$ cat src/rtl/rd_pkg.sv
package rd_pkg;
  // True when a captured byte is one of the two read opcodes
  function automatic logic opcode_hit(input logic [7:0] b,
                                      input logic [7:0] rdata_op,
                                      input logic [7:0] rreg_val,
                                      input logic [7:0] rreg_mask);
    return (b == rdata_op) || ((b & rreg_mask) == rreg_val);
  endfunction

  // True when enough bits are out that a newer result may be kept
  function automatic logic keep_new(input logic [31:0] shifted,
                                    input logic [31:0] keep_bits);
    return shifted >= keep_bits;
  endfunction
endpackage

$ cat src/rtl/rd_sync.sv
module rd_sync #(
  parameter int N = 3,
  parameter int STAGES = 2,
  parameter logic [N-1:0] RST_VAL = '0
) (
  input  logic         clk,
  input  logic         rst_n,
  input  logic [N-1:0] raw,
  output logic [N-1:0] lvl
);
  for (genvar i = 0; i < N; i++) begin : g_bit
    logic [STAGES-1:0] chain;
    always_ff @(posedge clk or negedge rst_n) begin
      if (!rst_n) chain <= {STAGES{RST_VAL[i]}};
      else        chain <= {chain[STAGES-2:0], raw[i]};
    end
    assign lvl[i] = chain[STAGES-1];
  end
endmodule

$ cat src/rtl/rd_cmd_sniff.sv
module rd_cmd_sniff
  import rd_pkg::*;
#(
  parameter logic [7:0] RDATA_OP  = 8'h12,
  parameter logic [7:0] RREG_VAL  = 8'h20,
  parameter logic [7:0] RREG_MASK = 8'hE0
) (
  input  logic clk,
  input  logic rst_n,
  input  logic in_frame,
  input  logic sclk_rise,
  input  logic din_s,
  output logic cmd_hit
);
  logic [6:0] part;
  logic [2:0] nbit;
  logic       byte_done;
  logic [7:0] next_byte;

  assign next_byte = {part, din_s};
  assign byte_done = in_frame && sclk_rise && (nbit == 3'd7);

  always_ff @(posedge clk or negedge rst_n) begin
    if (!rst_n) begin
      part    <= '0;
      nbit    <= '0;
      cmd_hit <= 1'b0;
    end else begin
      cmd_hit <= byte_done && opcode_hit(next_byte, RDATA_OP, RREG_VAL, RREG_MASK);
      if (!in_frame) begin
        nbit <= '0;
      end else if (sclk_rise) begin
        part <= next_byte[6:0];
        nbit <= nbit + 3'd1;
      end
    end
  end

  // the command flag is a single-clock pulse
  assert_cmd_pulse_R7: assert property (@(posedge clk) disable iff (!rst_n)
    cmd_hit |=> !cmd_hit);
endmodule

$ cat src/rtl/rd_word_path.sv
module rd_word_path
  import rd_pkg::*;
#(
  parameter int WORD_W    = 32,
  parameter int KEEP_BITS = 24,
  localparam int CNT_W    = $clog2(WORD_W + 1)
) (
  input  logic              clk,
  input  logic              rst_n,
  input  logic              in_frame,
  input  logic              cs_rise,
  input  logic              sclk_fall,
  input  logic              conv_valid,
  input  logic [WORD_W-1:0] conv_word,
  input  logic              reload_req,
  input  logic              abort,
  output logic              dout_bit,
  output logic              drdy_n
);
  logic [WORD_W-1:0] held, shreg, pend;
  logic              pend_v;
  logic [CNT_W-1:0]  bit_cnt;
  logic              late_ok;
  logic              word_done;

  assign late_ok   = keep_new(32'(bit_cnt), 32'(KEEP_BITS));
  assign word_done = (bit_cnt == CNT_W'(WORD_W));
  assign dout_bit  = shreg[WORD_W-1];

  always_ff @(posedge clk or negedge rst_n) begin
    if (!rst_n) begin
      held    <= '0;
      shreg   <= '0;
      pend    <= '0;
      pend_v  <= 1'b0;
      bit_cnt <= '0;
      drdy_n  <= 1'b1;
    end else begin
      if (in_frame) begin
        if (sclk_fall) begin
          drdy_n <= 1'b1;
          if (!word_done) begin
            shreg   <= {shreg[WORD_W-2:0], 1'b0};
            bit_cnt <= bit_cnt + 1'b1;
          end
        end
        if (conv_valid && late_ok) begin
          pend   <= conv_word;
          pend_v <= 1'b1;
        end
      end else begin
        bit_cnt <= '0;
        if (cs_rise) begin
          pend_v <= 1'b0;
          if (pend_v) begin
            held   <= pend;
            shreg  <= pend;
            drdy_n <= 1'b0;
          end else if (bit_cnt != '0) begin
            shreg <= '0;
          end
        end
        if (conv_valid) begin
          held   <= conv_word;
          shreg  <= conv_word;
          drdy_n <= 1'b0;
        end
      end
      if (abort) shreg <= '0;
      if (reload_req) begin
        shreg   <= held;
        bit_cnt <= '0;
      end
    end
  end

  // output word only moves on a falling serial edge inside a frame
  assert_shift_on_fall_R2: assert property (@(posedge clk) disable iff (!rst_n)
    (in_frame && !sclk_fall && !abort && !reload_req) |=> $stable(shreg));
  // first falling edge of a frame releases data-ready
  assert_drdy_release_R3: assert property (@(posedge clk) disable iff (!rst_n)
    (in_frame && sclk_fall) |=> drdy_n);
  // once the whole word is out, only zeros remain
  assert_zero_fill_R4: assert property (@(posedge clk) disable iff (!rst_n)
    (in_frame && word_done) |-> (shreg == '0));
  // an early result leaves the parked word untouched
  assert_drop_early_R5: assert property (@(posedge clk) disable iff (!rst_n)
    (in_frame && conv_valid && !late_ok) |=> ($stable(pend) && $stable(pend_v)));
  // a late result is parked
  assert_keep_late_R6: assert property (@(posedge clk) disable iff (!rst_n)
    (in_frame && conv_valid && late_ok) |=> (pend_v && pend == $past(conv_word)));
  // parked word is presented when the frame closes
  assert_promote_R6: assert property (@(posedge clk) disable iff (!rst_n)
    (cs_rise && pend_v && !conv_valid && !reload_req && !abort) |=>
      (!drdy_n && shreg == $past(pend)));
  // reload restores the held word
  assert_reload_R8: assert property (@(posedge clk) disable iff (!rst_n)
    reload_req |=> (shreg == $past(held) && bit_cnt == '0));
endmodule

$ cat src/rtl/conv_readout.sv
module conv_readout #(
  parameter int         WORD_W    = 32,
  parameter int         KEEP_BITS = 24,
  parameter logic [7:0] RDATA_OP  = 8'h12,
  parameter logic [7:0] RREG_VAL  = 8'h20,
  parameter logic [7:0] RREG_MASK = 8'hE0,
  parameter int         SYNC_STG  = 2
) (
  input  logic              clk,
  input  logic              rst_n,
  input  logic              conv_valid,
  input  logic [WORD_W-1:0] conv_word,
  input  logic              reload_req,
  input  logic              sclk,
  input  logic              cs_n,
  input  logic              din,
  output logic              dout,
  output logic              dout_en,
  output logic              drdy_n,
  output logic              cmd_pend
);
  logic [2:0] raw_in, sync_out;
  logic       sclk_s, cs_s, din_s;
  logic       sclk_d, cs_d;
  logic       sclk_rise, sclk_fall, cs_rise, in_frame;
  logic       cmd_hit;

  assign raw_in = {din, cs_n, sclk};

  rd_sync #(.N(3), .STAGES(SYNC_STG), .RST_VAL(3'b010)) u_sync (
    .clk(clk), .rst_n(rst_n), .raw(raw_in), .lvl(sync_out)
  );
  assign sclk_s = sync_out[0];
  assign cs_s   = sync_out[1];
  assign din_s  = sync_out[2];

  always_ff @(posedge clk or negedge rst_n) begin
    if (!rst_n) begin
      sclk_d <= 1'b0;
      cs_d   <= 1'b1;
    end else begin
      sclk_d <= sclk_s;
      cs_d   <= cs_s;
    end
  end

  assign sclk_rise = sclk_s & ~sclk_d;
  assign sclk_fall = ~sclk_s & sclk_d;
  assign cs_rise   = cs_s & ~cs_d;
  assign in_frame  = ~cs_s;

  rd_cmd_sniff #(.RDATA_OP(RDATA_OP), .RREG_VAL(RREG_VAL), .RREG_MASK(RREG_MASK)) u_sniff (
    .clk(clk), .rst_n(rst_n), .in_frame(in_frame), .sclk_rise(sclk_rise),
    .din_s(din_s), .cmd_hit(cmd_hit)
  );

  rd_word_path #(.WORD_W(WORD_W), .KEEP_BITS(KEEP_BITS)) u_path (
    .clk(clk), .rst_n(rst_n), .in_frame(in_frame), .cs_rise(cs_rise),
    .sclk_fall(sclk_fall), .conv_valid(conv_valid), .conv_word(conv_word),
    .reload_req(reload_req), .abort(cmd_hit), .dout_bit(dout), .drdy_n(drdy_n)
  );

  assign dout_en  = ~cs_n;
  assign cmd_pend = cmd_hit;

  // nothing pending or ready straight after reset
  assert_reset_idle_R11: assert property (@(posedge clk)
    $rose(rst_n) |-> (drdy_n && !cmd_pend));
endmodule

$ cat config.mk
export PLATFORM = sky130hd
export DESIGN_NAME = conv_readout
export DESIGN_NICKNAME = d
export VERILOG_FILES = /design/src/rtl/rd_pkg.sv /design/src/rtl/rd_sync.sv /design/src/rtl/rd_cmd_sniff.sv /design/src/rtl/rd_word_path.sv /design/src/rtl/conv_readout.sv
export SDC_FILE = /design/constraint.sdc
export NUM_CORES = 1
export LEC_CHECK = 0
export BUFFER_PORTS_ARGS = -buffer_cell sky130_fd_sc_hd__buf_2
export CORE_ASPECT_RATIO = 0.75
export CORE_UTILIZATION = 60
export DETAILED_ROUTE_END_ITERATION = 6
export GPL_ROUTABILITY_DRIVEN = 0
export GPL_TIMING_DRIVEN = 0
export PLACE_DENSITY = 0.8
export SLEW_MARGIN = 25
export SYNTH_ARGS = -nofsm -noshare
export SYNTH_HDL_FRONTEND = slang
export SYNTH_SLANG_ARGS = --single-unit
$ cat constraint.sdc
create_clock -name clk -period 2.48 [get_ports clk]
set_clock_uncertainty 0.05 [all_clocks]
set_input_delay 0.496 -clock clk [delete_from_list [all_inputs] [get_ports clk]]
set_output_delay 0.496 -clock clk [all_outputs]
set_load 0.02 [all_outputs]
==> results of run 1 <==
[through the flow]
step	hold WS [ps]	setup WS [ps]
2_1_floorplan	150	524
3_3_place_gp	283	-632
3_5_place_dp	293	165
4_1_cts	127	267
5_1_grt	120	129
6_report	136	256
[logic make-up after synthesis]
kind of cell,after synthesis,synth area share
compound gates,104,0.113
xor+xnor,6,0.00944
fa+ha+maj,4,0.00899
buf+inv,35,0.0337
flops,123,0.554
mux,106,0.227
simple gates,65,0.0550
[flip-flops by register name, summed over array words and instances, names as in the netlist]
signal              flops
u_path.shreg           32
u_path.held            32
u_path.pend            32
sclk_d                  1
u_sniff.cmd_hit         1
u_path.bit_cnt          6
u_sniff.part            7
cs_d                    1
u_path.drdy_n           1
u_sync.g_bit.chain      6
u_path.pend_v           1
u_sniff.nbit            3
[placed cells by master (no fill, tap or decap), types with 2 or more instances in the layout]
cell type	instances
o21ai_0	65
mux2i_1	35
nand2_1	35
buf_12	3
nand2b_1	3
nor2_1	15
nand3_1	3
dfstp_2	4
ha_1	4
mux2_4	30
buf_2	45
bufinv_16	3
inv_1	5
xor2_1	4
clkbuf_16	17
buf_1	2
clkbuf_1	21
a22oi_1	31
clkinv_2	4
dfrtp_1	119
xnor2_1	2
a21oi_1	2
mux2_2	41
clkinvlp_4	4
[worst paths after layout]
check	slack (ps)	cells past startpoint	to	startpoint
max in group asynchronous	1160	3	u_path.held[2]	rst_n
worst max register to register	260	5	u_path.pend[2]	u_path.bit_cnt[3]
worst min-delay path	140	1	u_sync.g_bit[2].chain[0]	din
worst min register to register	300	0	u_sync.g_bit[0].chain[1]	u_sync.g_bit[0].chain[0]
min in group asynchronous	480	2	u_sniff.part[2]	rst_n
worst max-delay path	260	5	u_path.pend[2]	u_path.bit_cnt[3]
[layer usage]
layer  GRT usage  up-vias  share of wire
met1       0.349     1845           0.47
met2       0.376       97           0.47
met4      0.0766        0          0.012
li1            -     1706              -
met5           0        -              0
met3      0.0829       15          0.050
[power by group]
group | switching [mW] | internal (mW)
Sequential | 0.180 | 2.31
Combinational | 0.325 | 0.397
Clock | 0.862 | 1.60
[worst reg2reg max path, delay by kind of cell, from the launching register on]
kind / cells / cell delay (ps)
and+or+nand+nor: 3 / 770
DFF: 1 / 460
buffers and inverters: 1 / 430
muxes: 1 / 400
[layout make-up]
cell class	instances	area, µm²	area share
Clock buffer	20	447	0.0680
Buffer	30	169	0.0257
Inverter	5	18.8	0.00286
Sequential cell	123	3080	0.469
Timing Repair Buffer	42	248	0.0377
Multi-Input combinational cell	285	2300	0.350
Tap cell	128	160	0.0244
Clock inverter	12	149	0.0227
[timing repair]
item / CTS / global route
endpoints found under the hold margin: 26 / 0
hold buffers: 1 / 0
buffers inserted: 0 / 0
resized for setup: 0 / 0
endpoints found under the setup margin: 0 / 0
==> results.txt, run 1 <==
Req. time, crit path: 2720 ps
CTS root buf: clkbuf_16
Die width: 113 µm
Synth Instances: 443
Top post-synthesis cells by area: dfrtp_1, mux2_2, mux2_4, mux2i_1, o21ai_0
Setup_tns: 0 ps
EDFF count, synth: 0
Final setup vio count: 0
Net count, final: 547
Skew-Pair Late Insertion Delay: 410 ps
Placed cell area: 5970 µm²
Cell with the most instances after synthesis: dfrtp_1
Synth area leader: dfrtp_1
Maximum VDD drop: 582 µV
Syn. warnings: 0
Vias in the first global route: 3649
Top_reg_cell synth: dfrtp_1
Filler-free cell count of the finished design: 645
DR pass1 iterations: 5
Core area: 9050 µm²
Chip height: 85.4 µm
Final antenna-violating net count: 0
Final core occ: 0.727
Worst path slowest cell: nor3b_2
Largest net degree at the start of global routing: 97
Fin. Hold Viols: 0
Synth-to-layout area growth: 18.0%
First-pass GRT wire length: 18200 µm
Critical path class: flop to flop
Worst path max stage delay: 520 ps
Synth cell types: 35
PD cells: 863 nW/µm²
Leakage: 3.11 nW
Fill count: 610
Routed len/inst: 16.8 µm
Yosys top cell area share: 0.535
FMAX: 0.450 GHz
DR iter-0 viols: 277
Yosys reg bits: 123
Final slew viol count: 0
DRC viols: 0
Initial Util: 0.616
Vias: 3663
Worst-Margin Slew: 791 ps
IO buf count: 40
Post-Syn Nets: 486
Clock transition at the registers of the reported paths: 60 ps
Sequential share of the synthesized area: 0.554
Post-layout instance area: 6570 µm²
Grt total ovfl: 0
Max cap viols: 0
RSZ-0062 raised after global routing: false
Avg Cell Area, Syn: 12.6 µm²
Buf/Inv on CP: 1
CTS max path bufs: 2
Crit Path Max Fanout: 10
I/O pin count: 43
Most common library cells after synthesis: dfrtp_1, o21ai_0, mux2_2, mux2i_1, nand2_1
Final WL: 10800 µm
Slew headroom: 0.473
Final total power: 5.67 mW
DR vias/cell: 5.68
Placed cells: 612
Sink Count: 123
# diodes: 0
Status: finished, final reports clean
Overall Global Routing Usage: 0.251
Die ar.: 9680 µm²
DP HPWL: 7120 µm
Synthesized area: 5570 µm²
Crit path time final: 2220 ps
Antenna violations before repair: 0
Htree depth: 4
CTS Buf Count: 17
Rows: 30
Family with the most delay on the worst path: simple AND/OR/NAND/NOR gates
CP endpoint kind: flop
Hold/Removal Path Class: primary input to flop
Critical Path AT: 2470 ps
Fraction of layout cells with a size suffix above 1: 0.311
FFs w/ async S/R, synth: 1.00
CP startpoint kind: flop
TritonCTS clock tree: built
Crit-path cells: and2_1, nor2_1, nor3b_2, buf_2, mux2_2
Fin crit share: 0.897
No activity file was read; power rests on OpenSTA's default activity.
==> inputs of run 2 (changes only) <==
--- a/config.mk
+++ b/config.mk
@@ -11,7 +11,7 @@
 export DETAILED_ROUTE_END_ITERATION = 6
 export GPL_ROUTABILITY_DRIVEN = 0
 export GPL_TIMING_DRIVEN = 0
-export PLACE_DENSITY = 0.8
+export PLACE_DENSITY_LB_ADDON = 0.2
 export SLEW_MARGIN = 25
 export SYNTH_ARGS = -nofsm -noshare
 export SYNTH_HDL_FRONTEND = slang
==> run 2 against run 1 <==
Compared with the run above:
- sequential power is essentially flat
- critical path type unchanged
- setup slack lost 2.0 ps
- die area is the same
- largest power group is now the clock network
- routed wire length grew 1.5%
==> results.txt, run 2 (synthesis gave the netlist of run 1 again) <==
Worst path slowest cell: nor3b_2 (unchanged)
Critical Path AT: 2470 ps (about the same)
Switching part of the total: 0.236 (was 0.241)
Final setup vio count: 0 (unchanged)
Crit path time final: 2230 ps (was 2220 ps)
I/O pin count: 43 (unchanged)
Rows: 30 (unchanged)
DP HPWL: 7240 µm (was 7120 µm)
Largest net degree at the start of global routing: 79 (was 97)
Hold/Removal Path Class: primary input to flop (unchanged)
DR pass1 iterations: 4 (was 5)
Overall Global Routing Usage: 0.258 (was 0.251)
Internal power: 4.36 mW (was 4.30 mW)
Hold Startpoint: din (unchanged)
Core area: 9050 µm² (unchanged)
Status: finished, final reports clean (unchanged)
Die ar.: 9680 µm² (unchanged)
Synth-to-layout area growth: 18.1% (was 18.0%)
Die width: 113 µm (unchanged)
Req. time, crit path: 2720 ps (about the same)
Beginning of the worst register-to-register path: u_path.bit_cnt[3] (unchanged)
Family with the most delay on the worst path: simple AND/OR/NAND/NOR gates (unchanged)
Commonest non-fill, non-tap cell in the layout: dfrtp_1 (unchanged)
Net load switching power: 1.35 mW (was 1.37 mW)
PD cells: 868 nW/µm² (was 863 nW/µm²)
Net count, final: 547 (unchanged)
CTS Buf Count: 17 (unchanged)
Final total power: 5.71 mW (was 5.67 mW)
Comb pwr share: 0.127 (about the same)
Sequential share of power: 0.435 (was 0.439)
Fin crit share: 0.897 (about the same)
Hold Path Depth: 1 (unchanged)
RSZ-0062 raised after global routing: false (unchanged)
Clock transition at the registers of the reported paths: 50 ps (was 60 ps)
IO buf count: 40 (unchanged)
Chip height: 85.4 µm (unchanged)
Final slew viol count: 0 (unchanged)
TritonCTS clock tree: built (unchanged)
Clock power frac: 0.437 (was 0.434)
Crit Path Max Fanout: 10 (unchanged)
First-pass GRT wire length: 18700 µm (was 18200 µm)
RR Endpoint: u_path.pend[3] (was u_path.pend[2])
# diodes: 0 (unchanged)
Biggest regs: u_path.held x32, u_path.pend x32, u_path.shreg x32 (unchanged)
Commonest non-fill, non-tap cells in the layout: dfrtp_1, o21ai_0, buf_2 (unchanged)
CP endpoint kind: flop (unchanged)
Vias: 3634 (was 3663)
Max cap viols: 0 (unchanged)
Resized Gates After CTS: 0 (unchanged)
Vias in the first global route: 3744 (was 3649)
Crit-path cells: and2_1, nor2_1, nor3b_2, buf_2, mux2_2 (unchanged)
Htree depth: 4 (unchanged)
Leakage: 3.12 nW (was 3.11 nW)
Grt total ovfl: 0 (unchanged)
CP startpoint kind: flop (unchanged)
Antenna violations before repair: 0 (unchanged)
Worst reg2reg path depth: 5 (unchanged)
Reg2reg setup slack: 250 ps (was 260 ps)
Initial Util: 0.616 (unchanged)
Worst-Margin Slew: 782 ps (was 791 ps)
Slew headroom: 0.478 (was 0.473)
DR iter-0 viols: 291 (was 277)
Buf/Inv on CP: 1 (unchanged)
Fin. Hold Viols: 0 (unchanged)
CTS max path bufs: 2 (unchanged)
Maximum VDD drop: 478 µV (was 582 µV)
Final antenna-violating net count: 0 (unchanged)
Critical path class: flop to flop (unchanged)
Worst Hold End: u_sync.g_bit[2].chain[0] (unchanged)
Final WL: 11000 µm (was 10800 µm)
CTS root buf: clkbuf_16 (unchanged)
Routed len/inst: 17.0 µm (was 16.8 µm)
Sink Count: 123 (unchanged)
Skew-Pair Late Insertion Delay: 420 ps (was 410 ps)
DR vias/cell: 5.63 (was 5.68)
Final core occ: 0.727 (about the same)
Fraction of layout cells with a size suffix above 1: 0.308 (was 0.311)
FMAX: 0.449 GHz (was 0.450 GHz)
DRC viols: 0 (unchanged)
Worst path max stage delay: 560 ps (was 520 ps)
[run 2: worst max path at each step]
stage / to / startpoint / slack [ps] / depth (start not counted)
2_1_floorplan: u_path.shreg[10] / reload_req / 520 / 6
3_3_place_gp: u_path.shreg[14] / rst_n / -640 / 1
3_5_place_dp: u_path.shreg[24] / reload_req / 170 / 6
4_1_cts: u_path.pend[13] / u_path.bit_cnt[3] / 290 / 5
5_1_grt: u_path.pend[7] / u_sync.g_bit[1].chain[1] / 130 / 4
6_report: u_path.pend[3] / u_path.bit_cnt[3] / 250 / 5
[run 2: worst register-to-register path, delay by kind of cell (launching register included)]
kind | cells | cell delay [ps]
buf+inv | 1 | 410
simple gates | 3 | 820
mux | 1 | 380
flops | 1 | 450
[run 2: layer usage]
| layer | wire, µm | GRT usage | vias to the layer above |
|---|---|---|---|
| li1 | - | - | 1701 |
| met1 | 5060 | 0.341 | 1853 |
| met2 | 5310 | 0.406 | 65 |
| met3 | 469 | 0.0750 | 15 |
| met4 | 150 | 0.102 | 0 |
| met5 | 0 | 0 | - |
[run 2: power groups by stage]
| stage | Sequential [mW] | Combinational [mW] | Clock, mW |
|---|---|---|---|
| 2_1_floorplan | 2.47 | 0.532 | 0 |
| 3_3_place_gp | 2.49 | 0.684 | 0 |
| 3_5_place_dp | 2.51 | 0.727 | 0 |
| 4_1_cts | 2.48 | 0.734 | 2.52 |
| 5_1_grt | 2.51 | 0.805 | 2.62 |
| 6_report | 2.48 | 0.726 | 2.50 |
[run 2: cell type report]
class / instances / area, µm²
Buffer: 30 / 169
Multi-Input combinational cell: 285 / 2300
Clock buffer: 24 / 482
Tap cell: 128 / 160
Clock inverter: 8 / 118
Fill cell: 607 / 2470
Inverter: 5 / 18.8
Timing Repair Buffer: 42 / 248
Sequential cell: 123 / 3080
[run 2: what timing repair did]
action	CTS	global route
setup buffers	0	0
hold endpoints to repair	44	0
hold buffers	1	0
[run 2: per-stage QoR]
step	hold WS [ps]	setup WS (ps)	setup TNS [ps]	cells	instance area, µm²
floorplan	150	524	0	443	5570
CTS	132	289	0	645	6580
finish	142	255	0	645	6580
global route	130	128	0	645	6580
detailed placement	285	169	0	612	5970
global placement	283	-638	-75210	611	5930
==> inputs of run 3 (changes only) <==
--- a/config.mk
+++ b/config.mk
@@ -12,6 +12,7 @@
 export GPL_ROUTABILITY_DRIVEN = 0
 export GPL_TIMING_DRIVEN = 0
 export PLACE_DENSITY_LB_ADDON = 0.2
+export REMOVE_ABC_BUFFERS = 1
 export SLEW_MARGIN = 25
 export SYNTH_ARGS = -nofsm -noshare
 export SYNTH_HDL_FRONTEND = slang
==> run 3 against run 2 <==
Compared with the run above:
- design area stayed put
- global-route usage is 0.91 points lower
- sequential cell count stayed put
- via count is 2.3% lower
- largest cell class unchanged
- largest power group is now registers
- hold slack worse by 3.7 ps
- die area stayed put
- register-to-register slack worse by 120 ps
- setup slack worse by 120 ps
==> results.txt, run 3 (synthesis gave the netlist of run 1 again) <==
Status: finished, final reports clean (unchanged)
Final slew viol count: 0 (unchanged)
Rows: 30 (unchanged)
PD cells: 864 nW/µm² (was 868 nW/µm²)
Worst path slowest cell: o32a_4 (was nor3b_2)
Sink Count: 123 (unchanged)
Overall Global Routing Usage: 0.249 (was 0.258)
CP endpoint kind: flop (unchanged)
Filler-free cell count of the finished design: 627 (was 645)
DR iter-0 viols: 238 (was 291)
Commonest non-fill, non-tap cells in the layout: dfrtp_1, o21ai_0, buf_2 (unchanged)
Vias: 3552 (was 3634)
Maximum VDD drop: 508 µV (was 478 µV)
Post-layout instance area: 6580 µm² (unchanged)
Worst-Margin Slew: 745 ps (was 782 ps)
Reg area: 3080 µm² (unchanged)
Hold/Removal Path Class: primary input to flop (unchanged)
Antenna violations before repair: 0 (unchanged)
Net count, final: 529 (was 547)
Routed len/inst: 16.8 µm (was 17.0 µm)
Critical Path AT: 2590 ps (was 2470 ps)
DRC viols: 0 (unchanged)
Worst path max stage delay: 630 ps (was 560 ps)
Fraction of layout cells with a size suffix above 1: 0.335 (was 0.308)
Largest net degree at the start of global routing: 79 (unchanged)
Fin Hold WS: 138 ps (was 142 ps)
Htree depth: 4 (unchanged)
Fin. Hold Viols: 0 (unchanged)
Skew-Pair Late Insertion Delay: 420 ps (about the same)
Placed cells: 594 (was 612)
DR vias/cell: 5.67 (was 5.63)
CTS Buf Count: 17 (unchanged)
Crit-path cells: inv_1, ha_1, nor4b_4, a21oi_2, o32a_4, mux2_2 (was and2_1, nor2_1, nor3b_2, buf_2, mux2_2)
Clock transition at the registers of the reported paths: 60 ps (was 50 ps)
DP HPWL: 6430 µm (was 7240 µm)
Chip height: 85.4 µm (unchanged)
Core area: 9050 µm² (unchanged)
Post-CTS Setup Bufs: 0 (unchanged)
Commonest non-fill, non-tap cell in the layout: dfrtp_1 (unchanged)
Fin crit share: 0.946 (was 0.897)
FMAX: 0.426 GHz (was 0.449 GHz)
Leakage: 3.13 nW (was 3.12 nW)
CP startpoint kind: flop (unchanged)
Slew headroom: 0.503 (was 0.478)
Final antenna-violating net count: 0 (unchanged)
Reg2reg setup slack: 130 ps (was 250 ps)
CTS root buf: clkbuf_16 (unchanged)
Fill count: 605 (was 607)
Synth-to-layout area growth: 18.1% (unchanged)
Final setup vio count: 0 (unchanged)
TritonCTS clock tree: built (unchanged)
RSZ-0062 raised after global routing: false (unchanged)
Critical path class: flop to flop (unchanged)
First-pass GRT wire length: 18000 µm (was 18700 µm)
Grt total ovfl: 0 (unchanged)
Die ar.: 9680 µm² (unchanged)
Max cap viols: 0 (unchanged)
I/O pin count: 43 (unchanged)
CTS max path bufs: 2 (unchanged)
DR pass1 iterations: 4 (unchanged)
Die width: 113 µm (unchanged)
Crit path time final: 2350 ps (was 2230 ps)
Placed cell area: 5960 µm² (was 5970 µm²)
Initial Util: 0.616 (unchanged)
Area of the multi-input gates: 2320 µm² (was 2300 µm²)
Req. time, crit path: 2720 ps (about the same)
Final total power: 5.68 mW (was 5.71 mW)
Biggest regs: u_path.held x32, u_path.pend x32, u_path.shreg x32 (unchanged)
Vias in the first global route: 3649 (was 3744)
IO buf count: 42 (was 40)
Final WL: 10600 µm (was 11000 µm)
# diodes: 0 (unchanged)
Crit Path Max Fanout: 32 (was 10)
==> run 3: cell types whose count changed in the layout (fill, tap and decap cells not counted), moves of 2 or more <==
cell	previous run	this run
clkbuf_1	23	2
buf_4	0	4
buf_12	3	0
buf_2	45	42
clkbuf_8	3	6
buf_1	2	0
buf_16	1	3
buf_8	1	3
==> run 3: final cells by class <==
cell class | count | area share
flip-flops and latches | 123 | 0.469
multi-input cells | 285 | 0.354
clock buffers | 25 | 0.0784
repair buffers | 54 | 0.0592
well taps | 128 | 0.0244
clock inverters | 7 | 0.0129
inverters | 5 | 0.00285
==> run 3: power breakdown <==
part,total (mW),internal [mW],switching (mW),leakage (nW)
logic,0.712,0.393,0.319,1.28
registers,2.49,2.31,0.183,1.55
clock network,2.47,1.63,0.844,0.303
total,5.68,4.33,1.35,3.13
==> run 3: routing by layer <==
metal	vias up	GRT usage	wire (µm)
met5	-	0	0
met4	0	0.0766	120
met3	12	0.0836	379
met2	72	0.394	5230
met1	1806	0.327	4840
li1	1662	-	-
==> run 3: worst paths after layout <==
| path | startpoint | endpoint | cells past startpoint |
|---|---|---|---|
| max in group asynchronous | rst_n | u_path.held[7] | 3 |
| setup / recovery | u_path.bit_cnt[0] | u_path.shreg[0] | 6 |
| hold / removal | din | u_sync.g_bit[2].chain[0] | 1 |
| hold reg to reg | u_sync.g_bit[0].chain[0] | u_sync.g_bit[0].chain[1] | 0 |
| setup reg to reg | u_path.bit_cnt[0] | u_path.shreg[0] | 6 |
| min in group asynchronous | rst_n | u_sniff.part[1] | 2 |
==> run 3: repair_timing <==
| item | 4_1_cts | 5_1_grt |
|---|---|---|
| resized for setup | 1 | 0 |
| setup endpoints to repair | 1 | 0 |
| hold endpoints to repair | 41 | 0 |
| hold buffers | 1 | 0 |
==> run 3: metrics by stage <==
step | setup TNS [ps] | util | setup slack, ps
3_5_place_dp | -7060 | 0.659 | -252
6_report | 0 | 0.727 | 134
3_3_place_gp | -291580 | 0.638 | -2630
4_1_cts | 0 | 0.727 | 143
5_1_grt | 0 | 0.727 | 37.1
2_1_floorplan | -43740 | - | -843
==> run 3: critical path, delay by kind of cell (launching register included) <==
kind                     cells  cell delay [ps]
multiplexers                 1              410
flip-flops                   1              430
adder cells (fa/ha/maj)      1              200
AO/OA/AOI/OAI                2              900
AND/OR/NAND/NOR              1              150
buffers and inverters        1               70
